**src/rtl/fcfg_pkg.sv**
```systemverilog
package fcfg_pkg;

    localparam int CTRL_W      = 8;
    localparam int CODE_W      = 2;
    localparam int GAIN_LEVELS = 1 << CODE_W;
    localparam int BW_LEVELS   = 3;

    // Field positions inside the control byte; neighbours decode these.
    localparam int POS_GAIN0 = 7;
    localparam int POS_GAIN1 = 6;
    localparam int POS_LPF0  = 5;
    localparam int POS_LPF1  = 4;
    localparam int POS_SHDN  = 1;
    localparam int POS_GPO   = 0;

    typedef logic [CTRL_W-1:0] ctrl_byte_t;

    typedef struct packed {
        logic [CODE_W-1:0] gain_code;
        logic [CODE_W-1:0] bw_code;
        logic              shdn;
        logic              gpo;
    } cfg_t;

endpackage

```
**src/rtl/fcfg_sync.sv**
```systemverilog
module fcfg_sync #(
    parameter int         W       = 1,
    parameter int         STAGES  = 2,
    parameter logic [W-1:0] RST_VAL = '0
) (
    input  logic         clk,
    input  logic         rst_n,
    input  logic [W-1:0] d,
    output logic [W-1:0] q
);

    logic [W-1:0] stage_d [STAGES];
    logic [W-1:0] stage_q [STAGES];

    always_comb begin
        stage_d[0] = d;
        for (int i = 1; i < STAGES; i++) begin
            stage_d[i] = stage_q[i-1];
        end
    end

    always_ff @(posedge clk or negedge rst_n) begin
        if (!rst_n) begin
            for (int i = 0; i < STAGES; i++) begin
                stage_q[i] <= RST_VAL;
            end
        end else begin
            for (int i = 0; i < STAGES; i++) begin
                stage_q[i] <= stage_d[i];
            end
        end
    end

    assign q = stage_q[STAGES-1];

endmodule

```
**src/rtl/fcfg_serial_core.sv**
```systemverilog
module fcfg_serial_core
    import fcfg_pkg::*;
(
    input  logic clk,
    input  logic rst_n,
    input  logic serial_en,
    input  logic cs_n,
    input  logic sclk,
    input  logic sdi,
    output logic sdo,
    output cfg_t cfg
);

    typedef struct packed {
        logic       cs_prev;
        logic       sclk_prev;
        ctrl_byte_t shreg;
        ctrl_byte_t ctrl;
        logic       sdo;
    } core_st_t;

    core_st_t st_d, st_q;
    logic     cs_rise;
    logic     sclk_rise;
    logic     sclk_fall;

    always_comb begin
        cs_rise   = serial_en &  cs_n & ~st_q.cs_prev;
        sclk_rise = serial_en & ~cs_n &  sclk & ~st_q.sclk_prev;
        sclk_fall = serial_en & ~cs_n & ~sclk &  st_q.sclk_prev;

        st_d           = st_q;
        st_d.cs_prev   = cs_n;
        st_d.sclk_prev = sclk;
        if (sclk_rise) begin
            st_d.shreg = {st_q.shreg[CTRL_W-2:0], sdi};
        end
        if (sclk_fall) begin
            st_d.sdo = st_q.shreg[CTRL_W-1];
        end
        if (cs_rise) begin
            st_d.ctrl = st_q.shreg;
        end
    end

    always_ff @(posedge clk or negedge rst_n) begin
        if (!rst_n) begin
            st_q.cs_prev   <= 1'b1;
            st_q.sclk_prev <= 1'b0;
            st_q.shreg     <= '0;
            st_q.ctrl      <= '0;
            st_q.sdo       <= 1'b0;
        end else begin
            st_q <= st_d;
        end
    end

    assign sdo           = st_q.sdo;
    assign cfg.gain_code = {st_q.ctrl[POS_GAIN1], st_q.ctrl[POS_GAIN0]};
    assign cfg.bw_code   = {st_q.ctrl[POS_LPF1], st_q.ctrl[POS_LPF0]};
    assign cfg.shdn      = st_q.ctrl[POS_SHDN];
    assign cfg.gpo       = st_q.ctrl[POS_GPO];


    latch_on_cs_rise_chk: assert property (@(posedge clk) disable iff (!rst_n)
        (st_q.ctrl != $past(st_q.ctrl)) |-> $past(cs_rise));


    shift_on_sclk_rise_chk: assert property (@(posedge clk) disable iff (!rst_n)
        (st_q.shreg != $past(st_q.shreg)) |-> $past(sclk_rise));


    shift_takes_sdi_chk: assert property (@(posedge clk) disable iff (!rst_n)
        $past(sclk_rise) |-> (st_q.shreg[0] == $past(sdi)));


    sdo_on_sclk_fall_chk: assert property (@(posedge clk) disable iff (!rst_n)
        (st_q.sdo != $past(st_q.sdo)) |-> $past(sclk_fall));

endmodule

```
**src/rtl/fcfg_decode.sv**
```systemverilog
module fcfg_decode
    import fcfg_pkg::*;
(
    input  logic                   pin_mode,
    input  cfg_t                   ser_cfg,
    input  logic [CODE_W-1:0]      pin_gain,
    input  logic [CODE_W-1:0]      pin_bw,
    output logic [GAIN_LEVELS-1:0] gain_sel,
    output logic [BW_LEVELS-1:0]   bw_sel,
    output logic                   shdn,
    output logic                   gpo_out,
    output logic                   gpo_oe
);

    logic [CODE_W-1:0] gain_code;
    logic [CODE_W-1:0] bw_code;

    always_comb begin
        gain_code = pin_mode ? pin_gain : ser_cfg.gain_code;
        bw_code   = pin_mode ? pin_bw   : ser_cfg.bw_code;
        shdn      = ~pin_mode & ser_cfg.shdn;
        gpo_out   = ~pin_mode & ser_cfg.gpo;
        gpo_oe    = ~pin_mode;
    end

    for (genvar g = 0; g < GAIN_LEVELS; g++) begin : g_gain
        assign gain_sel[g] = (gain_code == CODE_W'(g));
    end

    // The top level saturates: every code at or above it selects the widest band.
    for (genvar b = 0; b < BW_LEVELS; b++) begin : g_bw
        if (b == BW_LEVELS - 1) begin : g_top
            assign bw_sel[b] = (bw_code >= CODE_W'(b));
        end else begin : g_lvl
            assign bw_sel[b] = (bw_code == CODE_W'(b));
        end
    end

endmodule

```
**src/rtl/filt_cfg_ctrl.sv**
```systemverilog
module filt_cfg_ctrl
    import fcfg_pkg::*;
#(
    parameter int SYNC_STAGES = 2
) (
    input  logic                   clk,
    input  logic                   rst_n,
    input  logic                   ser_mode_n,
    input  logic                   ctl_a,
    input  logic                   ctl_b,
    input  logic                   sdi,
    input  logic                   gain1_pin,
    input  logic                   gain0_in,
    output logic                   sdo,
    output logic                   gain0_out,
    output logic                   gain0_oe,
    output logic [GAIN_LEVELS-1:0] gain_sel,
    output logic [BW_LEVELS-1:0]   bw_sel,
    output logic                   shutdown
);

    localparam int          NSYNC    = 6;
    localparam logic [5:0]  SYNC_RST = 6'b010000;

    logic [NSYNC-1:0] raw_v;
    logic [NSYNC-1:0] syn_v;
    logic mode_s, a_s, b_s, sdi_s, g1_s, g0_s;
    logic pin_mode;
    cfg_t ser_cfg;

    assign raw_v = {ser_mode_n, ctl_a, ctl_b, sdi, gain1_pin, gain0_in};
    assign {mode_s, a_s, b_s, sdi_s, g1_s, g0_s} = syn_v;
    assign pin_mode = mode_s;

    fcfg_sync #(
        .W       (NSYNC),
        .STAGES  (SYNC_STAGES),
        .RST_VAL (SYNC_RST)
    ) sync_i (
        .clk   (clk),
        .rst_n (rst_n),
        .d     (raw_v),
        .q     (syn_v)
    );

    fcfg_serial_core core_i (
        .clk       (clk),
        .rst_n     (rst_n),
        .serial_en (~pin_mode),
        .cs_n      (a_s),
        .sclk      (b_s),
        .sdi       (sdi_s),
        .sdo       (sdo),
        .cfg       (ser_cfg)
    );

    fcfg_decode dec_i (
        .pin_mode (pin_mode),
        .ser_cfg  (ser_cfg),
        .pin_gain ({g1_s, g0_s}),
        .pin_bw   ({a_s, b_s}),
        .gain_sel (gain_sel),
        .bw_sel   (bw_sel),
        .shdn     (shutdown),
        .gpo_out  (gain0_out),
        .gpo_oe   (gain0_oe)
    );


    pin_mode_no_shdn_chk: assert property (@(posedge clk) disable iff (!rst_n)
        pin_mode |-> (!shutdown && !gain0_oe));


    gain_onehot_chk: assert property (@(posedge clk) disable iff (!rst_n)
        $countones(gain_sel) == 1);


    bw_onehot_chk: assert property (@(posedge clk) disable iff (!rst_n)
        $countones(bw_sel) == 1);


    gpo_follows_latch_chk: assert property (@(posedge clk) disable iff (!rst_n)
        !pin_mode |-> (gain0_oe && gain0_out == ser_cfg.gpo));

endmodule

```
**config.mk**
```make
export PLATFORM = sky130hd
export DESIGN_NAME = filt_cfg_ctrl
export DESIGN_NICKNAME = d
export VERILOG_FILES = /design/src/rtl/fcfg_pkg.sv /design/src/rtl/fcfg_sync.sv /design/src/rtl/fcfg_serial_core.sv /design/src/rtl/fcfg_decode.sv /design/src/rtl/filt_cfg_ctrl.sv
export SDC_FILE = /design/constraint.sdc
export NUM_CORES = 1
export LEC_CHECK = 0
export ABC_AREA = 1
export ABC_CLOCK_PERIOD_IN_PS = 1700
export CELL_PAD_IN_SITES_DETAIL_PLACEMENT = 1
export CELL_PAD_IN_SITES_GLOBAL_PLACEMENT = 2
export CORE_AREA = 3 3 61 63
export CTS_CLUSTER_DIAMETER = 50
export DETAILED_ROUTE_END_ITERATION = 12
export DIE_AREA = 0 0 64 66
export DONT_BUFFER_PORTS = 1
export PLACE_DENSITY = 0.89
export RECOVER_POWER = 50
export SLEW_MARGIN = 10
export SYNTH_ARGS = -nofsm -noshare
export SYNTH_HDL_FRONTEND = slang
export SYNTH_HIERARCHICAL = 1
export SYNTH_SLANG_ARGS = --single-unit
```
**constraint.sdc**
```tcl
create_clock -name clk -period 1.7 [get_ports clk]
set_input_delay 0.255 -clock clk [delete_from_list [all_inputs] [get_ports clk]]
set_output_delay 0.255 -clock clk [all_outputs]
set_load 0.005 [all_outputs]
```
======== Word level (Yosys, flattened, before mapping) ========
Index checks and enable logic that the tools add are counted.
cells by class
  add/subtract/negate cells ............... 0
  multipliers ............................. 0
  div/mod/pow operators ................... 0
  $lt $le $gt $ge ......................... 1
  equal/unequal tests ..................... 4
  shifts and indexed selects .............. 0
  multiplexer cells ....................... 2
  bitwise logic cells ..................... 14
  reductions and logical operators ........ 2
operator list
  kind                                                      number
  AND 1 bit                                                 9
  NOT 1 bit                                                 5
  equality test 2 x 1 -> 1 bit, second input constant       2
  equality test 2 bit, second input constant                2
  zero test 2 bit                                           2
  two-way mux 2 bit                                         2
  greater-or-equal comparator 2 bit, second input constant  1
storage, ports and cells
  register bits ........................... 31
  bits in latches ......................... 0
  memory bits (writable) .................. 0
  bits in read-only memories .............. 0
  bits of input ports ..................... 8
  word-level logic and storage cells ...... 30
  memories kept ........................... 0

======== Logic depth before layout (Yosys ltp) ========
  depth in word-level cells ............... 4
  mapped depth ............................ 7

======== Modules after synthesis ========
The synthesis kept the hierarchy.
modules (own cells, without submodules)
  module            instances  cells an instance  area each (um^2)
  fcfg_serial_core  1          80                 770.7
  fcfg_sync         1          12                 302.8
  fcfg_decode       1          39                 221.5
  filt_cfg_ctrl     1          1                  3.8

======== Least setup slack after synthesis ========
No wires, ideal clock.
  path kind ............................... reg-to-output
  start point ............................. register sync_i.stage_q (netlist bit sync_i/q[4])
  end point ............................... output port bw_sel[0]
  arrival ................................. 0.779 ns
  data required time ...................... 1.445 ns
  path slack .............................. 0.666 ns
  cell stages (with the launch flop) ...... 4
  path through ............................ dfstp_2 > nand2_1 > nand2_4 > nor2_2
between the ends
  cells in the longest elaborated chain, start to end .. 2
ends and longest elaborated chain
  what                              line                 text
  start: declaration                fcfg_sync.sv:13      logic [W-1:0] stage_q [STAGES];
  start signal: indexed assignment  fcfg_sync.sv:29      stage_q[i] <= stage_d[i];
  two-way mux 2 bit                 fcfg_decode.sv:20    bw_code = pin_mode ? pin_bw : ser_cfg.bw_code;
  zero test 2 bit                   fcfg_decode.sv:35    assign bw_sel[b] = (bw_code == CODE_W'(b));
  end: declaration                  filt_cfg_ctrl.sv:18  output logic [BW_LEVELS-1:0] bw_sel,
No other way between the ends.

======== Final worst setup path ========
  start point ............................. register sync_i.stage_q (netlist bit sync_i/q[4])
  end point ............................... output port bw_sel[1]
between the ends
  cells in the longest elaborated chain, start to end .. 2
ends and longest elaborated chain
  what                          line
  two-way mux 2 bit             fcfg_decode.sv:20
  equality test 2 x 1 -> 1 bit  fcfg_decode.sv:35
No other way between the ends.

==> key figures <==
Worst hold path
  – Min-Delay Path Depth: 0
  – Worst Hold Class: register to register

Setup path
  – Required time of the critical path: 1440 ps
  – Worst reg-to-reg path cell count: 6
  – Worst Setup Path Type: register to output port
  – Launching element type of the critical path: register
  – Endpoint arrival time on the critical path: between 1000 and 1500 ps
  – Highest net fanout along the worst path: 4
  – Critical Path Sink Type: output port

Synth
  – Proportion of synthesized chip area in sequential cells: 0.562
  – Synthesized cell area: roughly 1300 sq um
  – Top cell type's share of synthesized area: 0.501
  – Predominant post-synthesis flop cell: sky130_fd_sc_hd__dfrtp_1
  – Post-synth EDFFs: 0
  – Post-synth net total: between 100 and 150
  – Syn avg cell area: 9.84 sq um
  – Ranking of synthesized cells by area: sky130_fd_sc_hd__dfrtp_1, sky130_fd_sc_hd__nand2_1, sky130_fd_sc_hd__dfstp_2, sky130_fd_sc_hd__inv_1, sky130_fd_sc_hd__nand2_4
  – Most numerous cell in the Yosys netlist: sky130_fd_sc_hd__nand2_1
  – Share of synthesized flip-flops with an asynchronous set or reset: 1.00
  – Number of register bits inferred by synthesis: 29
  – Number of synthesis warnings: 6
  – Count of unique library cells instantiated by Yosys: 16
  – Number of standard cells after synthesis: 132
  – Leading cell types by count after synthesis: sky130_fd_sc_hd__nand2_1, sky130_fd_sc_hd__dfrtp_1, sky130_fd_sc_hd__inv_1
  – Cell taking the most area after synthesis: sky130_fd_sc_hd__dfrtp_1

Die
  – Row count: 21
  – Core region area: 3280 sq um
  – IO Count: 19
  – Die Y-Extent: 66 um
  – Chip width: around 64 um
  – Area enclosed by the die boundary: 4220 sq um
  – Initial Utilization: 0.395

Layout
  – Count of fill cells added during filler insertion: around 390
  – Proportion of layout cells with a drive suffix above 1: 0.273
  – Diode count: 0
  – Nets@finish: 146
  – Layout overhead on the synthesized area: 8.19%
  – Post-route design area: around 1400 sq um

Timing
  – Number of hold violations in the final report: 0
  – Max-slew headroom at the worst pin: 0.544
  – Post-Route Setup TNS: 0 ps
  – Final worst path period share: 0.848
  – Max frequency: 693 MHz
  – Setup Skew: 6.49 ps
  – Max-slew violation count: 0
  – Final worst hold slack: 355 ps
  – Actual transition at the worst max-transition pin: 684 ps
  – Final setup violation count: 0
  – Unrepaired setup endpoints after global routing: false
  – Post-route minimum period: ~1400 ps

Placed design
  – Placed cell area: about 1300 sq um
  – GPL Wtd Cong: 0.667
  – Input/output buffers: 0
  – Dpl hpwl: 1580 um

Routing
  – Number of DRC violations after detailed routing: 0
  – Via-to-Cell Ratio: 4.46
  – Vias after detailed routing: approximately 830
  – Total wire length after detailed routing: 2120 um
  – ANT nets after route: 0
  – Routed wire length per instance: 11.5 um
  – Number of design-rule violations left by the first detailed-router iteration: 27
  – Iteration count of the initial detailed-routing pass: 2

CTS
  – Number of levels in the clock H-tree: 2
  – Num CTS Buffers: 5
  – Latest clock arrival within the worst-skew pair: 310 ps
  – CTS clk-pin slew, worst paths: about 80 ps
  – Longest Clk Path Bufs: 2
  – CTS tree: built
  – Clock root buffer master: sky130_fd_sc_hd__clkbuf_4
  – Number of buffers added for setup after CTS: 0
  – Sinks on the clock net: 29

Pwr
  – Maximum resistive drop on vdd: 0.307 mV
  – Pwr per Cell Area: roughly 950 nW/um^2
  – Leak pwr: about 0.7 nW

GRT
  – Combined global-route utilization of all metal layers: 0.122
  – Initial antenna violation count: 0
  – Via count of the first global-routing pass: 829
  – Remaining Overflow, GRT: 0
  – Global-route wire length before repair: about 3800 um
  – Maximum number of pins on one net before global-route repair: 30

Run
  – Max Cap Viol: 0

Outcome
  – Result of the run: finished clean
## flip-flops by register name, summed over array words and instances (netlist names)
signal / cells
core_i/cfg: 6
core_i/sdo: 1
core_i/st_q: 10
sync_i/q: 6
sync_i/stage_d: 6
## per-stage QoR
stage	power, mW	setup WS [ps]	utilization	std cells
after global routing	1.44	117	0.428	185
after floorplan	0.944	666	-	132
after global placement	0.939	379	0.389	169
after detailed placement	0.949	317	0.389	169
final	1.33	258	0.428	185
after CTS	1.37	86.2	0.432	185
## final cells by class
cell class / instances / area [sq um] / share of cell area
flip-flops and latches: 29 / 731 / 0.520
multi-input cells: 74 / 408 / 0.290
inverters: 20 / 82.6 / 0.0588
repair buffers: 8 / 75.1 / 0.0534
well taps: 46 / 57.6 / 0.0410
clock buffers: 6 / 41.3 / 0.0294
clock inverters: 2 / 10.0 / 0.00712
## report_power, final
part / internal [mW] / total (mW) / switching (mW)
Sequential: 0.753 / 0.798 / 0.0446
Clock: 0.157 / 0.378 / 0.221
Combinational: 0.0596 / 0.157 / 0.0976
## path summary, 6_finish.rpt
kind,slack (ps),start,to
hold / removal,350,sync_i/stage_d[2],sync_i/q[2]
min in group asynchronous,510,rst_n,sync_i/q[3]
setup reg to reg,410,sync_i/q[5],core_i/st_q[14]
hold reg to reg,350,sync_i/stage_d[2],sync_i/q[2]
max in group asynchronous,710,rst_n,sync_i/q[5]
setup / recovery,260,sync_i/q[4],bw_sel[1]
## cells by family (layout without fill, tap and decap cells)
logic type | Yosys count | in the layout | share of synthesized area
flip-flops | 29 | 29 | 0.562
AND/OR/NAND/NOR | 68 | 68 | 0.274
AO/OA/AOI/OAI | 6 | 6 | 0.0405
buffers and inverters | 29 | 36 | 0.124
## routing by layer
metal,vias to the layer above,track usage,part of all wire
met4,0,0.0809,0.028
met3,6,0.0442,0.044
met1,402,0.137,0.42
li1,400,-,-
met5,-,0,0
met2,17,0.194,0.50
## worst max-delay path, cell delays in order, from the launching register on
cell and delay, ps:
sky130_fd_sc_hd__dfstp_2 600, sky130_fd_sc_hd__nand2_1 110, sky130_fd_sc_hd__nand2_4 120, sky130_fd_sc_hd__nor2_2 50
## timing repair
action	in CTS	in global routing
setup endpoints to repair	0	6
hold buffers	8	0
gates resized for setup	0	1
hold endpoints to repair	35	0
## layout by cell type (no fill, tap or decap)
cell type / instances
sky130_fd_sc_hd__clkinv_2: 2
sky130_fd_sc_hd__nand2_4: 6
sky130_fd_sc_hd__nand3_1: 9
sky130_fd_sc_hd__clkbuf_1: 1
sky130_fd_sc_hd__inv_1: 18
sky130_fd_sc_hd__nand2_2: 5
sky130_fd_sc_hd__dfstp_2: 3
sky130_fd_sc_hd__inv_8: 1
sky130_fd_sc_hd__dlygate4sd3_1: 7
sky130_fd_sc_hd__nor2_1: 5
sky130_fd_sc_hd__dfrtp_2: 1
sky130_fd_sc_hd__clkbuf_4: 5
sky130_fd_sc_hd__nand2_1: 36
sky130_fd_sc_hd__o21ai_2: 6
sky130_fd_sc_hd__dfrtp_1: 25
sky130_fd_sc_hd__nand3_2: 1
sky130_fd_sc_hd__clkbuf_2: 1
sky130_fd_sc_hd__nor2_4: 2
sky130_fd_sc_hd__nor2_2: 4
sky130_fd_sc_hd__inv_2: 1
No activity file was read; power rests on OpenSTA's default activity.
